--- config.mk ---
export PLATFORM = sky130hd
export DESIGN_NAME = nrzi_tone_synth
export DESIGN_NICKNAME = d
export VERILOG_FILES = /design/src/rtl/nrzi_tone_pkg.sv /design/src/rtl/tone_timebase.sv /design/src/rtl/nrzi_tone_select.sv /design/src/rtl/phase_accum.sv /design/src/rtl/nrzi_tone_synth.sv
export SDC_FILE = /design/constraint.sdc
export NUM_CORES = 1
export LEC_CHECK = 0
export CORE_UTILIZATION = 60
export DETAILED_ROUTE_END_ITERATION = 12
export PLACE_DENSITY = 0.84
export SLEW_MARGIN = 20
export SYNTH_ARGS = -nofsm -noshare
export SYNTH_HDL_FRONTEND = slang
export SYNTH_SLANG_ARGS = --single-unit
--- constraint.sdc ---
create_clock -name clk_i -period 4.2 [get_ports clk_i]
set_input_delay 0.84 -clock clk_i [delete_from_list [all_inputs] [get_ports clk_i]]
set_output_delay 0.84 -clock clk_i [all_outputs]
set_load 0.02 [all_outputs]
--- src/rtl/nrzi_tone_pkg.sv ---
package nrzi_tone_pkg;

  typedef enum logic {
    TONE_MARK  = 1'b0,
    TONE_SPACE = 1'b1
  } tone_e;

  localparam logic [3:0] MIDSCALE = 4'd8;

  // 16-step sine, 4-bit unsigned, offset 7.5 amplitude 7.5
  function automatic logic [3:0] sine16(input logic [3:0] idx);
    logic [3:0] v;
    case (idx)
      4'd0:  v = 4'd8;
      4'd1:  v = 4'd10;
      4'd2:  v = 4'd13;
      4'd3:  v = 4'd14;
      4'd4:  v = 4'd15;
      4'd5:  v = 4'd14;
      4'd6:  v = 4'd13;
      4'd7:  v = 4'd10;
      4'd8:  v = 4'd8;
      4'd9:  v = 4'd5;
      4'd10: v = 4'd2;
      4'd11: v = 4'd1;
      4'd12: v = 4'd0;
      4'd13: v = 4'd1;
      4'd14: v = 4'd2;
      default: v = 4'd5;
    endcase
    return v;
  endfunction

endpackage

--- src/rtl/tone_timebase.sv ---
module tone_timebase #(
  parameter int SAMPLE_DIV = 256,
  parameter int BAUD_DIV   = 32
) (
  input  logic clk_i,
  input  logic rst_ni,
  input  logic en_i,
  output logic tick_o,
  output logic baud_o
);
  localparam int SD_W = (SAMPLE_DIV > 1) ? $clog2(SAMPLE_DIV) : 1;
  localparam int BD_W = (BAUD_DIV > 1) ? $clog2(BAUD_DIV) : 1;
  localparam logic [SD_W-1:0] SD_LAST = SD_W'(SAMPLE_DIV - 1);
  localparam logic [BD_W-1:0] BD_LAST = BD_W'(BAUD_DIV - 1);

  generate
    if (SAMPLE_DIV > 1) begin : g_sdiv
      logic [SD_W-1:0] div_q;
      always_ff @(posedge clk_i or negedge rst_ni) begin
        if (!rst_ni)          div_q <= '0;
        else if (!en_i)       div_q <= '0;
        else if (div_q == SD_LAST) div_q <= '0;
        else                  div_q <= div_q + 1'b1;
      end
      assign tick_o = en_i && (div_q == SD_LAST);
    end else begin : g_sdiv_bypass
      assign tick_o = en_i;
    end

    if (BAUD_DIV > 1) begin : g_bdiv
      logic [BD_W-1:0] sym_q;
      always_ff @(posedge clk_i or negedge rst_ni) begin
        if (!rst_ni)      sym_q <= '0;
        else if (!en_i)   sym_q <= '0;
        else if (tick_o)  sym_q <= (sym_q == BD_LAST) ? '0 : sym_q + 1'b1;
      end
      assign baud_o = tick_o && (sym_q == BD_LAST);
    end else begin : g_bdiv_bypass
      assign baud_o = tick_o;
    end
  endgenerate

endmodule

--- src/rtl/nrzi_tone_select.sv ---
module nrzi_tone_select
  import nrzi_tone_pkg::*;
(
  input  logic  clk_i,
  input  logic  rst_ni,
  input  logic  en_i,
  input  logic  baud_i,
  input  logic  bit_i,
  output tone_e tone_o
);
  tone_e tone_q;

  always_ff @(posedge clk_i or negedge rst_ni) begin
    if (!rst_ni)              tone_q <= TONE_MARK;
    else if (!en_i)           tone_q <= TONE_MARK;
    else if (baud_i && !bit_i)
      tone_q <= (tone_q == TONE_MARK) ? TONE_SPACE : TONE_MARK;
  end

  assign tone_o = tone_q;

endmodule

--- src/rtl/phase_accum.sv ---
module phase_accum
  import nrzi_tone_pkg::*;
#(
  parameter int               ACC_W     = 16,
  parameter logic [ACC_W-1:0] MARK_INC  = '0,
  parameter logic [ACC_W-1:0] SPACE_INC = '0
) (
  input  logic             clk_i,
  input  logic             rst_ni,
  input  logic             en_i,
  input  logic             tick_i,
  input  tone_e            tone_i,
  output logic [ACC_W-1:0] phase_o
);
  logic [ACC_W-1:0] acc_q;
  logic [ACC_W-1:0] inc_w;

  assign inc_w = (tone_i == TONE_SPACE) ? SPACE_INC : MARK_INC;

  // no reset on tone change: phase-continuous switch
  always_ff @(posedge clk_i or negedge rst_ni) begin
    if (!rst_ni)     acc_q <= '0;
    else if (!en_i)  acc_q <= '0;
    else if (tick_i) acc_q <= acc_q + inc_w;
  end

  assign phase_o = acc_q;

endmodule

--- src/rtl/nrzi_tone_synth.sv ---
module nrzi_tone_synth
  import nrzi_tone_pkg::*;
#(
  parameter int CLK_HZ    = 9_830_400,
  parameter int SAMPLE_HZ = 38_400,
  parameter int BAUD_HZ   = 1_200,
  parameter int MARK_HZ   = 1_200,
  parameter int SPACE_HZ  = 2_200,
  parameter int ACC_W     = 16
) (
  input  logic       clk_i,
  input  logic       rst_ni,
  input  logic       en_i,
  input  logic       bit_i,
  output logic       bit_req_o,
  output logic [3:0] sample_o
);
  localparam int SAMPLE_DIV = CLK_HZ / SAMPLE_HZ;
  localparam int BAUD_DIV   = SAMPLE_HZ / BAUD_HZ;
  localparam longint unsigned ACC_SPAN = 64'd1 << ACC_W;
  localparam logic [ACC_W-1:0] MARK_INC  =
    ACC_W'((longint'(MARK_HZ) * ACC_SPAN) / longint'(SAMPLE_HZ));
  localparam logic [ACC_W-1:0] SPACE_INC =
    ACC_W'((longint'(SPACE_HZ) * ACC_SPAN) / longint'(SAMPLE_HZ));

  logic             tick_w;
  logic             baud_w;
  tone_e            tone_w;
  logic [ACC_W-1:0] phase_w;
  logic [3:0]       lut_w;

  tone_timebase #(
    .SAMPLE_DIV(SAMPLE_DIV),
    .BAUD_DIV  (BAUD_DIV)
  ) u_timebase (
    .clk_i (clk_i),
    .rst_ni(rst_ni),
    .en_i  (en_i),
    .tick_o(tick_w),
    .baud_o(baud_w)
  );

  nrzi_tone_select u_select (
    .clk_i (clk_i),
    .rst_ni(rst_ni),
    .en_i  (en_i),
    .baud_i(baud_w),
    .bit_i (bit_i),
    .tone_o(tone_w)
  );

  phase_accum #(
    .ACC_W    (ACC_W),
    .MARK_INC (MARK_INC),
    .SPACE_INC(SPACE_INC)
  ) u_accum (
    .clk_i  (clk_i),
    .rst_ni (rst_ni),
    .en_i   (en_i),
    .tick_i (tick_w),
    .tone_i (tone_w),
    .phase_o(phase_w)
  );

  assign lut_w     = sine16(phase_w[ACC_W-1 -: 4]);
  assign sample_o  = en_i ? lut_w : MIDSCALE;
  assign bit_req_o = baud_w;

endmodule

# After elaboration in Yosys (flattened, before gate mapping)
# Memories as Yosys holds them, arrays and structs flattened.
# Cells that the tools add are included.
# classes
n_mux,12
n_eq_ne,4
n_reduce_logical,4
n_addsub,3
# op_table
operator,n
$mux 16,2
$add 16x16->16,1
$mux 8,2
$mux 5,3
$mux 11,1
$add 8x1->8 const B,1
$eq 8x8->1 const B,1
$add 5x1->5 const B,1
$eq 5x5->1 const B,1
$mux 4,1
$ne 2x1->1 const B,2
$logic_and 1x1->1,3
$mux 1,3
$logic_not 1->1,1
# totals
romBits,64
mem_count,1
output_inout_bits,5
elab_cells,28
inputBits,4
register_bits,30
# mem_list
name,words,word_bits,read_ports,rd_clocked_by_memory_dff,wr,line_no,text
(no name shown),16,4,1,0,0,nrzi_tone_pkg.sv:13,case (idx)

# Logic depth before layout (Yosys ltp)
# logic_depth
depth_word,6
mapped_depth,6

# By module
# Synthesis repeated with hierarchy kept, for this count alone.
# hier_totals
cells_unflattened,211
hier_area_um2,1883.1
# modules_own_cells
mod,n_inst,area_each_um2,cells_per_inst
phase_accum,1,1063.5,121
tone_timebase,1,671.9,70
nrzi_tone_synth,1,96.3,15
nrzi_tone_select,1,51.3,5

# Worst setup path before layout
# Ideal clock, no wire load.
# synth_timing
path_type,input -> output
startpoint,in en_i
endpoint,out sample_o[2]
n_path_buf,1
path_stages,3
arrival_time_ns,1.584
setup_slack_ns,1.776
path_cell_list,clkbuf_1 -> o221ai_1 -> a21oi_1
# synth_via
elab_chain_len,1
# synth_rtl
element,line_no,text
from (decl),nrzi_tone_synth.sv:13,"input logic en_i,"
$mux 4,nrzi_tone_synth.sv:66,assign sample_o = en_i ? lut_w : MIDSCALE;
to (decl),nrzi_tone_synth.sv:16,output logic [3:0] sample_o
# Every way passes these cells.

# Worst setup path in the final report
# Ends and elaborated chain as after synthesis.

==> metrics <==
Layout Cells excl Fill=between 200 and 250; largest net degree at the start of global routing=30; Synth top area share=between 30% and 40%; Yosys top cell by area=dfrtp_1; synth cell count leaders=29 x dfrtp_1, 21 x nor2_1, 19 x nand2_1; dominant synthesized flop cell=dfrtp_1; Netlist cell types=50; row count=19; Hold WC Path Type=register to register; Synth Cell Area=between 1500 and 2000 um2; synth-to-layout area growth=8.49%; CTS H-tree lvls=2; footprint of the multi-input gates=1040 um2; met2 Use GR=46.6%; leak pwr=a little under 0.0009 uW; RSZ-0062 raised after global routing=no; CP endpoint kind=output pin; Root Driver=clkbuf_4; placed insts=between 200 and 250; Worst setup SP type=primary input; grt total ovfl=0; syn nets=213; Detailed Routing Iterations Pass 1=5; wire per inst=around 17 um; Yosys warnings=0; die area=between 3000 and 4000 um2; Post-CTS Setup Bufs=0; Slew HR=63.7%; number of buffers created by CTS=5; Clock Path Buffers=2; die outline height=between 50 and 60 um; Worst Clk Skew=slightly above 8 ps; Port Buffers=8; Core ar.=roughly 2800 um2; clock sink count=29; actual slew at the worst max-slew pin=543 ps; Vias per Instance=roughly 6.7; FF+latch count, synth=29; Starting Density=between 60% and 70%; P per Cell Area=259 nW/um2; Tmin final=roughly 3500 ps; crit path DAT=2660 ps; Final Cell Area=between 1500 and 2000 um2; initial drt markers=84; Routed Antenna Nets=0; Crit Path Max Fanout=16; CP cell instances=clkdlybuf4s50_1 > o221ai_1 > a21oi_1 > clkdlybuf4s50_1; Async SR Flop Fraction=100%; Clk pin slew, worst setup/hold paths=90 ps; Final period util=around 83%; GR Util met3=around 8%; share of post-route cells with drive strength above 1=7.18%; crit path kind=primary input to output pin; top-count cell post-synth=dfrtp_1; number of synthesized flops with an enable pin=0; Synth Area per Inst=a little over 9 um2; TritonCTS clock tree=yes; status=completed; Pwr Total=between 500 and 600 uW; post-cts sizing count=0; vias in the first global route=~1.6k; VDD IR max=approximately 0.00021 V; synth top area cells=dfrtp_1 40%, ha_1 6.8%, nor2_1 4.3%; gpl congestion=~0.81; area of placed instances=about 1900 um2; net count reported at finish=223; global-route met1 utilization=between 30% and 40%; Crit-path slowest cell=clkdlybuf4s50_1; Die Wd=about 57 um; Syn Inst Count=199; Via Count=~1.6k; HPWL after detailed placement=2830 um; register area share after synthesis=between 30 and 40%; Worst Path Buf+Inv=2; Hold Buf Count CTS=0; Top Usage Layer GRT=met2; wirelength, routed=a little over 4000 um; Total GRT Usage=between 20% and 30%; drt drc=0; Hold Vio Cnt, Final=0; maxcap violations=0; Antenna diodes=0; Min Hold Slack=536 ps; setup TNS=0 ps; Max Slew Vio Count=0; Largest delay share family, worst path=buffers and inverters; latest clock arrival within the worst-skew pair=roughly 330 ps; FF+latch area=726 um2; WP data required=3360 ps; maximum operating frequency=between 200 and 300 MHz; global-route wire length before repair=between 7000 and 8000 um; crit-path max cell delay=between 800 and 900 ps; # setup viols final=0; initial antenna violation count=0; fillers=241; Worst path most repeated cell=clkdlybuf4s50_1; IO Pins=9
==> report_power, final <==
part	internal, uW	switching, uW
Clock	78.9	96.0
Sequential	284	11.8
Combinational	18.1	25.0
==> cell usage in the layout, fill, tap and decap left out, types with 2 or more instances in the layout <==
master           count
a211oi_1             3
a21oi_1             15
a311oi_1             3
a31oi_1              3
and2_1               2
and3_1               4
buf_4                3
clkbuf_4             5
clkdlybuf4s50_1      8
dfrtp_1             29
ha_1                10
inv_1                6
mux2i_1              5
nand2_1             19
nand2b_1             4
nand3_1              7
nand4_1              2
nor2_1              21
nor2b_1              2
nor3_1               2
nor4_1               3
o21ai_0              7
or3_1                4
or4_1                3
xnor2_1              7
xor2_1               6
==> area by class of cell <==
cell class	count	area share [%]
inverter	6	1.14
timing repair buffer	11	5.18
multi-input combinational	156	52.3
clock buffer	7	2.78
tap	31	1.96
sequential	29	36.6
==> layer usage <==
metal,share of wire (%),vias up,routed length (um)
met5,0,-,0
met4,2.4,0,99
met3,5.5,13,226
met2,50,66,2070
met1,42,769,1730
li1,-,750,-
==> logic make-up after synthesis <==
| group | count (synthesis) | synth area share (%) |
|---|---|---|
| buffers and inverters | 14 | 3.49 |
| muxes | 5 | 2.74 |
| AOI/OAI and AO/OA | 47 | 17.9 |
| xor gates and xnor gates | 13 | 6.23 |
| adders and majority gates | 10 | 6.85 |
| and+or+nand+nor | 81 | 23.0 |
| DFF | 29 | 39.7 |
==> per-stage QoR <==
step | setup slack (ps) | util [%]
after global placement | 797 | 68.1
final | 704 | 70.1
after detailed placement | 738 | 68.1
after CTS | 737 | 70.1
after floorplan | 1780 | -
after global routing | 594 | 70.1
==> registers in the layout, indices dropped and copies added, names as in the netlist <==
register and cells:
u_accum.phase_o 15, u_timebase.g_bdiv.sym_q 5, u_timebase.g_sdiv.div_q 8, u_select.tone_o 1
==> final timing paths <==
check	startpoint	endpoint	slack [ps]	depth (start not counted)
worst max register to register	u_select.tone_o	u_accum.phase_o[9]	1970	6
worst min-delay path	u_timebase.g_sdiv.div_q[0]	u_timebase.g_sdiv.div_q[0]	540	1
worst max-delay path	en_i	sample_o[2]	700	4
max in group asynchronous	rst_ni	u_timebase.g_bdiv.sym_q[0]	3040	2
min in group asynchronous	rst_ni	u_timebase.g_sdiv.div_q[4]	880	2
worst min register to register	u_timebase.g_sdiv.div_q[0]	u_timebase.g_sdiv.div_q[0]	540	1
Power figures use the tool's default switching activity.
